File: src/rtl/csa_pkg.sv
`timescale 1ns/1ps
package csa_pkg;

    localparam int NUM_GRP = 5;

    // width of group g, counted from the least significant end
    function automatic int grp_width(input int g);
        case (g)
            0:       return 2;
            1:       return 2;
            2:       return 3;
            3:       return 4;
            default: return 5;
        endcase
    endfunction

    // first bit position of group g
    function automatic int grp_base(input int g);
        int acc;
        acc = 0;
        for (int k = 0; k < g; k++) acc += grp_width(k);
        return acc;
    endfunction

    function automatic int total_width();
        return grp_base(NUM_GRP);
    endfunction

endpackage

File: src/rtl/csa_ripple.sv
`timescale 1ns/1ps
module csa_ripple #(
    parameter int W = 2
) (
    input  logic [W-1:0] a_i,
    input  logic [W-1:0] b_i,
    input  logic         c_i,
    output logic [W-1:0] s_o,
    output logic         c_o
);

    logic chain_d;

    always_comb begin
        chain_d = c_i;
        for (int i = 0; i < W; i++) begin
            s_o[i]  = a_i[i] ^ b_i[i] ^ chain_d;
            chain_d = (a_i[i] & b_i[i]) | (chain_d & (a_i[i] ^ b_i[i]));
        end
        c_o = chain_d;
    end

endmodule

File: src/rtl/csa_excess1.sv
`timescale 1ns/1ps
module csa_excess1 #(
    parameter int W = 3
) (
    input  logic [W-1:0] b_i,
    output logic [W-1:0] x_o
);

    // bit i flips when every lower bit is one; bit 0 always flips
    logic all_low_d;

    always_comb begin
        all_low_d = 1'b1;
        for (int i = 0; i < W; i++) begin
            x_o[i]    = b_i[i] ^ all_low_d;
            all_low_d = all_low_d & b_i[i];
        end
    end

endmodule

File: src/rtl/csa_group.sv
`timescale 1ns/1ps
module csa_group #(
    parameter int W           = 3,
    parameter bit DUAL_RIPPLE = 1'b0
) (
    input  logic [W-1:0] a_i,
    input  logic [W-1:0] b_i,
    input  logic         sel_i,
    output logic [W-1:0] s_o,
    output logic         c_o
);

    localparam int RW = W + 1;

    logic [W-1:0]  s_zero;
    logic          c_zero;
    logic [RW-1:0] word_zero;
    logic [RW-1:0] word_one;

    csa_ripple #(.W(W)) u_rip_zero (
        .a_i (a_i),
        .b_i (b_i),
        .c_i (1'b0),
        .s_o (s_zero),
        .c_o (c_zero)
    );

    assign word_zero = {c_zero, s_zero};

    generate
        if (DUAL_RIPPLE) begin : g_dual
            logic [W-1:0] s_one;
            logic         c_one;
            csa_ripple #(.W(W)) u_rip_one (
                .a_i (a_i),
                .b_i (b_i),
                .c_i (1'b1),
                .s_o (s_one),
                .c_o (c_one)
            );
            assign word_one = {c_one, s_one};
        end else begin : g_inc
            csa_excess1 #(.W(RW)) u_inc (
                .b_i (word_zero),
                .x_o (word_one)
            );
        end
    endgenerate

    always_comb begin
        if (sel_i) {c_o, s_o} = word_one;
        else       {c_o, s_o} = word_zero;
    end

endmodule

File: src/rtl/csa_sqrt_adder.sv
`timescale 1ns/1ps
module csa_sqrt_adder (
    input  logic [15:0] op_a,
    input  logic [15:0] op_b,
    input  logic        carry_in,
    output logic [15:0] sum_o,
    output logic        carry_out
);

    localparam int NG     = csa_pkg::NUM_GRP;
    localparam int DATA_W = csa_pkg::total_width();

    logic [NG:0]       grp_c;
    logic [DATA_W-1:0] sum_d;

    assign grp_c[0] = carry_in;

    generate
        for (genvar g = 0; g < NG; g++) begin : g_grp
            localparam int GW = csa_pkg::grp_width(g);
            localparam int GB = csa_pkg::grp_base(g);
            if (g == 0) begin : g_base
                csa_ripple #(.W(GW)) u_rip (
                    .a_i (op_a[GB +: GW]),
                    .b_i (op_b[GB +: GW]),
                    .c_i (grp_c[g]),
                    .s_o (sum_d[GB +: GW]),
                    .c_o (grp_c[g+1])
                );
            end else begin : g_sel
                csa_group #(.W(GW), .DUAL_RIPPLE(g == 1)) u_grp (
                    .a_i   (op_a[GB +: GW]),
                    .b_i   (op_b[GB +: GW]),
                    .sel_i (grp_c[g]),
                    .s_o   (sum_d[GB +: GW]),
                    .c_o   (grp_c[g+1])
                );
            end
        end
    endgenerate

    assign sum_o     = sum_d;
    assign carry_out = grp_c[NG];

endmodule

File: config.mk
export PLATFORM = sky130hd
export DESIGN_NAME = csa_sqrt_adder
export DESIGN_NICKNAME = d
export VERILOG_FILES = /design/src/rtl/csa_pkg.sv /design/src/rtl/csa_ripple.sv /design/src/rtl/csa_excess1.sv /design/src/rtl/csa_group.sv /design/src/rtl/csa_sqrt_adder.sv
export SDC_FILE = /design/constraint.sdc
export NUM_CORES = 1
export LEC_CHECK = 0
export BUFFER_PORTS_ARGS = -buffer_cell sky130_fd_sc_hd__buf_2
export CORE_ASPECT_RATIO = 0.75
export CORE_MARGIN = 10
export CORE_UTILIZATION = 37
export DETAILED_ROUTE_END_ITERATION = 8
export GPL_ROUTABILITY_DRIVEN = 0
export PLACE_DENSITY = 0.72
export SLEW_MARGIN = 20
export SYNTH_ARGS = -nofsm -noshare
export SYNTH_HDL_FRONTEND = slang
export SYNTH_SLANG_ARGS = --single-unit
File: constraint.sdc
create_clock -name vclk -period 5.8
set_clock_uncertainty 0.2 [all_clocks]
set_input_delay 0.58 -clock vclk [all_inputs]
set_output_delay 0.58 -clock vclk [all_outputs]
set_load 0.02 [all_outputs]
# ---- Word level (Yosys, flattened, before mapping)
# Index checks and enable logic that the tools add are counted.
dict set report totals {
  reg_bits 0
  inputBits 33
  out_inout_bits 17
  wordCells 105
}
dict set report classes {
  mux 8
  bitwise_logic 97
}
# cell count
set op_table {}
lappend op_table {{bitwise XOR 1 bit} 41}
lappend op_table {{AND 1 bit} 38}
lappend op_table {{bitwise OR 1 bit} 14}
lappend op_table {{2-to-1 mux 5 bit} 1}
lappend op_table {{2-to-1 mux 1 bit} 4}
lappend op_table {{2-to-1 mux 4 bit} 1}
lappend op_table {{NOT 1 bit} 4}
lappend op_table {{2-to-1 mux 3 bit} 1}
lappend op_table {{2-to-1 mux 2 bit} 1}

# ---- Longest topological paths before layout
dict set report logic_depth {
  ltp_word 11
  mapped_depth 11
  depth_no_buf 11
}

# ---- Modules after synthesis
# Synthesis repeated with hierarchy kept, for this count alone.
dict set report hier_totals {
  cells_unflattened 111
  hier_area_um2 968.4
}
# module n_inst cells_each area_each_um2 seq_area_each_um2
set modules_own_cells {}
lappend modules_own_cells {{csa_ripple at g_grp[0].g_base.u_rip ...} 3 10 70.1 0.0}
lappend modules_own_cells {{csa_ripple at g_grp[4].g_sel.u_grp.u_rip_zero} 1 15 137.6 0.0}
lappend modules_own_cells {{csa_ripple at g_grp[3].g_sel.u_grp.u_rip_zero} 1 14 117.6 0.0}
lappend modules_own_cells {{csa_group at g_grp[4].g_sel.u_grp} 1 8 105.1 0.0}
lappend modules_own_cells {{csa_ripple at g_grp[2].g_sel.u_grp.u_rip_zero} 1 13 97.6 0.0}
lappend modules_own_cells {{csa_excess1 at g_grp[4].g_sel.u_grp.g_inc.u_inc} 1 6 62.6 0.0}
lappend modules_own_cells {{csa_group at g_grp[3].g_sel.u_grp} 1 6 60.1 0.0}
lappend modules_own_cells {{csa_excess1 at g_grp[3].g_sel.u_grp.g_inc.u_inc} 1 5 50.0 0.0}
lappend modules_own_cells {{csa_group at g_grp[2].g_sel.u_grp} 1 5 48.8 0.0}
lappend modules_own_cells {{csa_group at g_grp[1].g_sel.u_grp} 1 5 41.3 0.0}
lappend modules_own_cells {{csa_excess1 at g_grp[2].g_sel.u_grp.g_inc.u_inc} 1 4 37.5 0.0}

# ---- Least setup slack after synthesis
# Ideal clock, no wire load.
dict set report synth_timing {
  path_type {input to output}
  from {in op_a[7]}
  to {out sum_o[12]}
  t_arrival_ps 3081
  required_ps 5020
  slack_ps 1939
  stages 11
  path_buffers 0
  path_cell_list {ha_1 -> inv_1 -> fa_1 -> fa_1 -> fa_1 -> inv_1 -> ha_1 -> nand2b_1 -> mux2i_4 -> xnor2_2 -> mux2_1}
}
dict set report synth_via {
  elab_chain_cells 10
}
# item line_no
set synth_lines {}
lappend synth_lines {{start: declaration} csa_sqrt_adder.sv:3} ;# input logic [15:0] op_a,
lappend synth_lines {{AND 1 bit (2 in series)} csa_ripple.sv:18} ;# chain_d = (a_i[i] & b_i[i]) | (chain_d & (a_i[i] ^ b_i[i]));
lappend synth_lines {{bitwise OR 1 bit} csa_ripple.sv:18}
lappend synth_lines {{AND 1 bit} csa_ripple.sv:18}
lappend synth_lines {{bitwise OR 1 bit} csa_ripple.sv:18}
lappend synth_lines {{AND 1 bit / bitwise XOR 1 bit (equally long branches)} {csa_ripple.sv:18, csa_ripple.sv:17}}
lappend synth_lines {{bitwise OR 1 bit / AND 1 bit (equally long branches)} {csa_ripple.sv:18, csa_excess1.sv:16}}
lappend synth_lines {{bitwise XOR 1 bit} csa_excess1.sv:15} ;# x_o[i] = b_i[i] ^ all_low_d;
lappend synth_lines {{2-to-1 mux 1 bit *} csa_group.sv:51} ;# if (sel_i) {c_o, s_o} = word_one;
lappend synth_lines {{2-to-1 mux 5 bit *} csa_group.sv:51}
lappend synth_lines {{end: declaration} csa_sqrt_adder.sv:6} ;# output logic [15:0] sum_o,
# Mark *: on every way between the ends. The rest lies on a longest branch, timed or not.

# ---- Worst setup path after layout
# Same ends and word-level chain as after synthesis.

==> metrics.cfg <==
[global_routing]
grt_overflow=0
grt_use_met2_pct=15.8
grt_use_total_pct=8.32
grt_pass1_vias=759
antenna_found_initial=0
met3_usage_pct=3.35
busiest_layer=met2
use_met1_pct=8.96
grt_max_degree=8
grt_pass1_wl_um=3060

[die]
fp.dieW_um=71.7
die-area_um2=4210
initial_core_util_pct=40.7
ioPinCount=50
core_area_um2=1820
rows=13
fp.dieH_um=58.8

[logic_synthesis]
yosysTopAreaCell=fa_1
ys_seq_area_share_pct=0
synthCells=81
yosysTopAreaCellShare_pct=32.4
syn_area_per_cell_um2=9.14
syn_nets=140
netlist_area_um2=741
ys_warn_count=0
synth.distinct_cells=14
synth.area.top_cells=fa_1 (32%), ha_1 (24%), inv_1 (13%)

[setup_path]
crit_path_max_fanout=5
required_ps=5020
cp-end-kind=output port
criticalPathCategory=in -> out
crit_arrival_ps=3350
startpoint_type=input pin

[pwr]
cellLeakagePower_uw=0.000610
total_power_uw=155
vdd_drop_max_uv=90.1
powerDensity_nw_per_um2=152

[timing]
hold_viol=0
finalSetupViolCount=0
fmax_mhz=242
max_slew_margin_pct=67.0
tightestPinTransition_ps=491
rsz0062_at_grt=false
period_minus_slack_ps=4130
finalMaxSlewViolations=0
tns_ps=0
post-route-period-util_pct=71.2
fin_ws_ps=1670

[clocking]
cts_resized=0
ctsHoldBuffers=0
postCtsSetupBuffers=0

[cells_and_area]
n_antenna_cell=0
num-nets-final=192
clockBufferCount=0
syn2layout_area_growth_pct=37.5
design.seq.count=0
final_cell_mix=buf_2 (50), inv_1 (26), ha_1 (14), fa_1 (12), nand2_1 (7)
drive_gt1_share_pct=41.2
layout_commonest_cell=buf_2
register_area_um2=0
finish.utilization_pct=55.9

[placed_design]
portBuffers=50
place_hpwl_um=1790
place_worst_setup_slack_ps=1630

[job]
drv_cap=0

[hold_path]
hp-class=in -> out
hold_depth=3

[route]
drc=0
first_pass_iters=3
vias=672
drt_wl_total_um=1780
drtAntennaViolNets=0
first_iter_violations=7
wl_per_cell_um=11.6
viasPerCell=4.39

[run_status]
status=complete, no violations

==> routing by layer <==
metal	part of all wire [%]	vias up
met2	51	31
li1	-	344
met4	0	0
met5	0	-
met3	14	0
met1	36	297
==> stage by stage <==
stage	instance area, µm²	instances	hold slack, ps
2_1_floorplan	741	81	1210
3_3_place_gp	1020	153	1350
3_5_place_dp	1020	153	1340
4_1_cts	1020	153	1340
5_1_grt	1020	153	1370
6_report	1020	153	1340
==> kinds of logic (layout without fill, tap and decap cells) <==
kind of cell / count (synthesis) / in the layout / synth area share, %
AOI/OAI and AO/OA: 5 / 5 / 3.38
xor gates and xnor gates: 7 / 7 / 9.29
adders and majority gates: 26 / 26 / 56.1
buffers and inverters: 26 / 76 / 13.2
muxes: 7 / 7 / 12.0
and+or+nand+nor: 10 / 10 / 6.08
==> worst max-delay path, cell delays in order <==
cell,delay (ps)
buf_2,80
ha_1,140
inv_1,50
fa_1,370
fa_1,390
fa_1,510
inv_1,40
ha_1,190
nand2b_1,110
mux2i_4,90
xnor2_2,280
mux2_1,360
buf_2,160
==> cell usage after synthesis <==
library cell  instances
ha_1                 14
nand2_2               1
nand2b_1              2
inv_1                26
xor2_1                4
o21ai_0               5
nand2_1               7
mux2_2                1
xnor2_2               1
mux2i_1               1
mux2_1                4
mux2i_4               1
fa_1                 12
xnor2_1               2
==> layout make-up <==
| cell class | count | area [µm²] |
|---|---|---|
| timing repair buffer | 50 | 250 |
| fill | 186 | 803 |
| inverter | 26 | 97.6 |
| multi-input combinational | 55 | 643 |
| tap | 22 | 27.5 |
==> where the power goes <==
part | switching, µW | internal, µW | total [µW]
combinational | 91.4 | 63.6 | 155
clock | 0 | 0 | 0
sequential | 0 | 0 | 0
total | 91.4 | 63.6 | 155
==> path summary, 6_finish.rpt <==
kind	startpoint	to	slack [ps]
setup / recovery	op_a[7]	sum_o[12]	1670
hold / removal	carry_in	sum_o[0]	1340
(Power assumes the default switching activity.)
